### src/rtl/sram_pkg.sv
package sram_pkg;

  // Address bits for a given depth, never below one.
  function automatic int addr_bits(input int depth);
    int b;
    b = $clog2(depth);
    return (b < 1) ? 1 : b;
  endfunction

  // Number of 32-bit scramble words needed to cover a width.
  function automatic int scramble_reps(input int width);
    return (width + 31) / 32;
  endfunction

endpackage

### src/rtl/sram_read_port.sv
module sram_read_port #(
  parameter int WIDTH   = 32,
  parameter int AW      = 6,
  parameter bit GARBAGE = 1'b0,
  parameter logic [31:0] SEED = 32'h1
) (
  input  logic             clk,
  input  logic             rst_n,
  input  logic             en,
  input  logic [AW-1:0]    addr,
  input  logic [WIDTH-1:0] word,
  output logic [AW-1:0]    addr_q,
  output logic [WIDTH-1:0] data
);

  logic          flag_q;
  logic          flag_d;
  logic [AW-1:0] addr_d;

  always_comb begin
    flag_d = en;
    addr_d = addr_q;
    if (en) begin
      addr_d = addr;
    end
  end

  always_ff @(posedge clk or negedge rst_n) begin
    if (!rst_n) begin
      flag_q <= 1'b0;
      addr_q <= '0;
    end else begin
      flag_q <= flag_d;
      addr_q <= addr_d;
    end
  end

  generate
    if (GARBAGE) begin : g_scramble
      localparam int REP = sram_pkg::scramble_reps(WIDTH);
      logic [31:0]       lfsr_q;
      logic [31:0]       lfsr_d;
      logic [31:0]       t0;
      logic [31:0]       t1;
      logic [REP*32-1:0] wide;

      always_comb begin
        t0     = lfsr_q ^ (lfsr_q << 13);
        t1     = t0 ^ (t0 >> 17);
        lfsr_d = t1 ^ (t1 << 5);
      end

      always_ff @(posedge clk or negedge rst_n) begin
        if (!rst_n) begin
          lfsr_q <= SEED;
        end else begin
          lfsr_q <= lfsr_d;
        end
      end

      assign wide = {REP{lfsr_q}};
      assign data = flag_q ? word : wide[WIDTH-1:0];
    end else begin : g_plain
      logic unused_flag;
      assign unused_flag = flag_q;
      assign data = word;
    end
  endgenerate

  AST_FLAG_TRACKS_EN: assert property (@(posedge clk) disable iff (!rst_n)
    en |=> flag_q);
  AST_ADDR_CAPTURED: assert property (@(posedge clk) disable iff (!rst_n)
    en |=> (addr_q == $past(addr)));
  AST_ADDR_HELD: assert property (@(posedge clk) disable iff (!rst_n)
    !en |=> $stable(addr_q));

endmodule

### config.mk
export PLATFORM = sky130hd
export DESIGN_NAME = sram_read_port
export DESIGN_NICKNAME = d
export VERILOG_FILES = /design/src/rtl/sram_pkg.sv /design/src/rtl/sram_read_port.sv
export SDC_FILE = /design/constraint.sdc
export NUM_CORES = 1
export LEC_CHECK = 0
export ABC_AREA = 1
export BUFFER_PORTS_ARGS = -buffer_cell sky130_fd_sc_hd__buf_2
export CAP_MARGIN = 10
export CORE_ASPECT_RATIO = 0.8
export CORE_MARGIN = 2
export CORE_UTILIZATION = 25
export CTS_CLUSTER_SIZE = 40
export DETAILED_ROUTE_END_ITERATION = 10
export PLACE_DENSITY = 0.75
export SYNTH_ARGS = -nofsm -noshare
export SYNTH_HDL_FRONTEND = slang
export SYNTH_SLANG_ARGS = --single-unit
### constraint.sdc
create_clock -name clk -period 1 [get_ports clk]
set_clock_uncertainty 0.2 [all_clocks]
set_input_delay 0.2 -clock clk [delete_from_list [all_inputs] [get_ports clk]]
set_output_delay 0.2 -clock clk [all_outputs]
set_load 0.01 [all_outputs]
==> impl_metrics.yaml, run 1 <==
status:
  outcome: "complete, but fails checks"
  failed_checks: "negative hold slack, negative setup slack"
critical_path:
  critPathRequiredTime_ns: 0.60
  worstSetupStartpointType: "flip-flop"
  crit_chain: "buf_2"
  slowest_delay_ns: 0.38
  path_buf_inv: 1
  critPathArrivalTime_ns: 0.76
  path_delay_family: "flip-flops"
  crit_slowest_cell: "dfrtp_1"
  critPathMaxFanout: 2
  critPathCaptureType: "output port"
  path_class: "reg -> out"
power_and_ir_drop:
  total_power_w: 0.0005981
  power_leakage_nw: 0.2194
  vdd_ir_drop_max_uv: 453.0
  power-per-cell-area_nw_per_um2: 1599
die:
  start_util_pct: 27.56
  die_area_um2: 2209
  rows: 13
  core_um2: 1675
  io_pins: 79
  die_w_um: 52.05
  die_h_um: 42.44
clock_network:
  clockBufferDepth: 2
  cts_made_buffers: 3
  ctsResizeCount: 0
  insertion_delay_ns: 0.24
  clk_pin_slew_worst_paths_ns: 0.05
  cts_hold_buf: 1
  clock-sinks: 6
  htree_levels: 1
  cts_tree: "built"
  ctsRootBufferMaster: "clkbuf_4"
hold_path:
  hp-class: "in -> reg"
routing:
  post-route-drc-count: 0
  wl_per_cell_um: 11.16
  vias: 257
  ant_nets: 0
  routed_wl_um: 759
  detail_route.iter0.violations: 4
  vias_per_cell: 3.779
  dr.pass1.iters: 3
sta:
  rsz0062_at_grt: "true"
  setup_slack_ns: -0.1594
  drv_slew: 0
  min_period_over_period_pct: 115.9
  relSlewSlack_pct: 89.92
  fmaxAchievable_mhz: 862.5
  hold_violations: 6
  worst_pin_slew_ns: 0.1512
  setup_violations: 6
  fin_crit_ns: 1.159
  holdWs_ns: -0.04555
logic_synthesis:
  ys_seq_area_share_pct: 32.52
  syn_nets: 98
  synth.area.top_cells: "buf_4 (52%), dfrtp_1 (33%), nand2_1 (15%), inv_2 (0.81%)"
  syn_area_per_cell_um2: 8.100
  synth.cell_area_um2: 461.7
  synth_cells: 57
  ys_seq_elements: 6
  yosys.cell_types.count: 4
  yosys.area.top_type: "buf_4"
  ys_warn_count: 0
  synth_top_area_share_pct: 52.03
layout:
  multi_input_area_um2: 67.56
  regMostFlops: "addr_q"
  final_common_cell: "nand2_1"
  syn_to_final_growth_pct: -18.97
  seq_area_um2: 150.1
  utilization_pct: 22.33
  largest_register_ffs: 6
  layout-drive-gt1-share_pct: 45.65
  final_cell_mix: "nand2_1 (18), buf_2 (14), dfrtp_1 (6)"
  fin_nets: 89
  antenna_cells: 0
  fin_area_um2: 374.1
  reg_top3: "addr_q (6)"
  fillers: 186
global_routing:
  grt_pass1_wl_um: 1193
  grt_usage_pct: 7.698
  grt_pass1_vias: 271
  gr-total-overflow: 0
  antenna_found_initial: 0
  grt_max_degree: 8
run:
  drv_cap: 0
placement:
  placed_cell_area_um2: 319.1
  portBuffers: 14
  routabilityCongestion: 0.5906
kinds of logic after synthesis:
group	share of synthesized area (%)
buffers and inverters	52.84
and+or+nand+nor	14.63
DFF	32.52
metal layers:
layer  global-route usage [%]  share of wire, %
met1                    6.479                31
met2                    10.38                53
met3                    5.714                15
met4                    9.474              0.79
met5                        0                 0
per-stage QoR:
| step | setup WS [ns] | setup TNS (ns) | cells |
|---|---|---|---|
| final | -0.1594 | -0.9009 | 68 |
| after detailed placement | 0.1013 | 0 | 61 |
| after global placement | 0.1111 | 0 | 61 |
| after CTS | -0.1691 | -0.9567 | 65 |
| after global routing | -0.1932 | -1.074 | 68 |
| after floorplan | 0.1848 | 0 | 57 |
Yosys cell counts:
master	count
buf_4	32
nand2_1	18
dfrtp_1	6
inv_2	1
final timing paths:
| check | to | start | slack [ns] | depth (start not counted) |
|---|---|---|---|---|
| max reg2reg | addr_q[5] | addr_q[5] | 0.08 | 3 |
| min reg2reg | addr_q[1] | addr_q[1] | 0.26 | 2 |
| min in group asynchronous | addr_q[4] | rst_n | 0.12 | 2 |
| max | addr_q[5] | addr_q[5] | -0.16 | 1 |
| min | addr_q[1] | addr[1] | -0.05 | 3 |
| max in group asynchronous | addr_q[2] | rst_n | 0.34 | 2 |
worst register-to-register path: stages (launching register included):
cell,delay [ns]
dfrtp_1,0.38
buf_4,0.13
nand2_1,0.06
nand2_1,0.04
timing repair:
action                                  CTS  global route
setup buffers                             0             3
endpoints found under the hold margin    12             6
endpoints found under the setup margin    6             6
power by group:
part / switching (W) / internal [W] / total [W]
Combinational: 0.0000489 / 0.0000502 / 0.0000991
Sequential: 0.0000103 / 0.000265 / 0.000275
Clock: 0.0000877 / 0.000136 / 0.000224
Total: 0.000147 / 0.000451 / 0.000598
cell type report:
| type | count | area share, % |
|---|---|---|
| flip-flops and latches | 6 | 40.13 |
| repair buffers | 18 | 27.42 |
| multi-input cells | 18 | 18.06 |
| well taps | 22 | 7.358 |
| clock buffers | 3 | 6.020 |
| inverters | 1 | 1.003 |
(Power assumes the default switching activity.)
==> run 2: changes to the inputs <==
--- a/config.mk
+++ b/config.mk
@@ -9,8 +9,9 @@
 export BUFFER_PORTS_ARGS = -buffer_cell sky130_fd_sc_hd__buf_2
 export CAP_MARGIN = 10
 export CORE_ASPECT_RATIO = 0.8
-export CORE_MARGIN = 2
+export CORE_MARGIN = 4
 export CORE_UTILIZATION = 25
+export CTS_BUF_LIST = sky130_fd_sc_hd__clkbuf_8
 export CTS_CLUSTER_SIZE = 40
 export DETAILED_ROUTE_END_ITERATION = 10
 export PLACE_DENSITY = 0.75
==> run 2 against run 1 <==
The run still ends with negative hold slack, negative setup slack left; worst hold slack improved by 0.028 ns; via count fell by 0.39%; sequential power hardly changed; non-clock buffer count rose by 1; routed wire length is 1.6% lower; critical path type unchanged; largest cell class unchanged.
==> impl_metrics.yaml, run 2 (synthesis results as in run 1) <==
placement:
  portBuffers: 14
  place_ws_ns: 0.09492
  placed_cell_area_um2: 319.1
  routabilityCongestion: 0.5963
  hpwl_um: 516.2
global_routing:
  grt_max_degree: 8
  grt_usage_pct: 6.068
  gr-total-overflow: 0
  grt_pass1_vias: 233
  grt_pass1_wl_um: 1131
  antenna_found_initial: 0
clock_network:
  htree_levels: 1
  cts_tree: "built"
  cts_hold_buf: 1
  clockBufferDepth: 2
  ctsRootBufferMaster: "clkbuf_8"
  clk_pin_slew_worst_paths_ns: 0.04
  clock-sinks: 6
  insertion_delay_ns: 0.22
  cts_made_buffers: 3
sta:
  fin_crit_ns: 1.130
  min_period_over_period_pct: 113.0
  hold_violations: 6
  setup_slack_ns: -0.1304
  rsz0062_at_grt: "true"
  setup_violations: 6
  fmaxAchievable_mhz: 884.6
  relSlewSlack_pct: 90.61
  holdWs_ns: -0.01717
  worst_pin_slew_ns: 0.1409
  drv_slew: 0
hold_path:
  hp-class: "in -> reg"
die:
  die_w_um: 56.05
  core_um2: 1692
  io_pins: 79
  die_h_um: 46.44
  rows: 13
  start_util_pct: 27.29
  die_area_um2: 2602
routing:
  vias: 256
  vias_per_cell: 3.710
  ant_nets: 0
  wl_per_cell_um: 10.83
  post-route-drc-count: 0
  routed_wl_um: 747
  dr.pass1.iters: 4
  detail_route.iter0.violations: 2
layout:
  layout-drive-gt1-share_pct: 46.81
  utilization_pct: 24.04
  regMostFlops: "addr_q"
  antenna_cells: 0
  final_cell_mix: "nand2_1 (18), buf_2 (13), dfrtp_1 (6)"
  fin_area_um2: 406.6
  final_common_cell: "nand2_1"
  reg_top3: "addr_q (6)"
  fin_nets: 90
  largest_register_ffs: 6
  fillers: 201
  syn_to_final_growth_pct: -11.92
critical_path:
  crit_slowest_cell: "dfrtp_1"
  slowest_delay_ns: 0.37
  critPathArrivalTime_ns: 0.73
  worstSetupStartpointType: "flip-flop"
  path_delay_family: "flip-flops"
  critPathRequiredTime_ns: 0.60
  path_class: "reg -> out"
  path_buf_inv: 1
  critPathMaxFanout: 2
  critPathCaptureType: "output port"
  crit_chain: "buf_2"
power_and_ir_drop:
  total_power_w: 0.0007388
  vdd_ir_drop_max_uv: 478.1
  power_leakage_nw: 0.2339
  power-per-cell-area_nw_per_um2: 1817
run:
  drv_cap: 0
status:
  failed_checks: "negative hold slack, negative setup slack"
  outcome: "complete, but fails checks"
run 2: cell types whose count changed in the layout (fill, tap and decap cells not counted):
| cell | delta |
|---|---|
| buf_2 | -1 |
| buf_4 | +1 |
| buf_6 | +1 |
| clkbuf_4 | -3 |
| clkbuf_8 | +3 |
run 2: area by class of cell:
class                           count  area, µm²  share of cell area (%)
Clock buffer                        3      41.29                   10.15
Sequential cell                     6      150.1                   36.92
Multi-Input combinational cell     18      67.56                   16.62
Timing Repair Buffer               19      116.4                   28.62
Tap cell                           22      27.53                   6.769
Inverter                            1      3.754                  0.9231
run 2: worst reg2reg max path, stage by stage (launching register included):
cell and delay (ns):
dfrtp_1 0.38, buf_4 0.14, nand2_1 0.05, nand2_1 0.04
run 2: through the flow:
step                      std cells  hold slack, ns  TNS (ns)
after floorplan                  57         -0.2956         0
after global placement           61         -0.1717         0
after detailed placement         61         -0.1705         0
after CTS                        65        -0.01697   -0.7732
after global routing             69        -0.01139   -0.8991
final                            69        -0.01717   -0.7402
run 2: power by group:
group / total (W) / internal, W / switching, W
sequential: 0.000277 / 0.000266 / 0.0000116
clock: 0.000352 / 0.000258 / 0.0000944
combinational: 0.000109 / 0.0000584 / 0.0000507
run 2: path summary, 6_finish.rpt:
path,startpoint,endpoint,slack (ns),cells past startpoint
min in group asynchronous,rst_n,addr_q[3],0.14,2
hold / removal,addr[3],addr_q[3],-0.02,3
max in group asynchronous,rst_n,addr_q[5],0.32,2
hold reg to reg,addr_q[0],addr_q[0],0.26,2
setup / recovery,addr_q[4],addr_q[4],-0.13,1
setup reg to reg,addr_q[2],addr_q[2],0.07,3
run 2: timing repair:
item	in CTS	in global routing
setup endpoints to repair	6	6
setup buffers	0	4
cloned	0	0
gates resized for setup	0	1
hold endpoints to repair	12	1
run 2: per-layer routing:
layer	wire, µm	vias to the layer above	track usage [%]
met3	68	4	3.361
met4	15	0	7.583
met5	0	-	0
li1	-	118	-
met2	409	11	9.790
met1	253	123	4.983
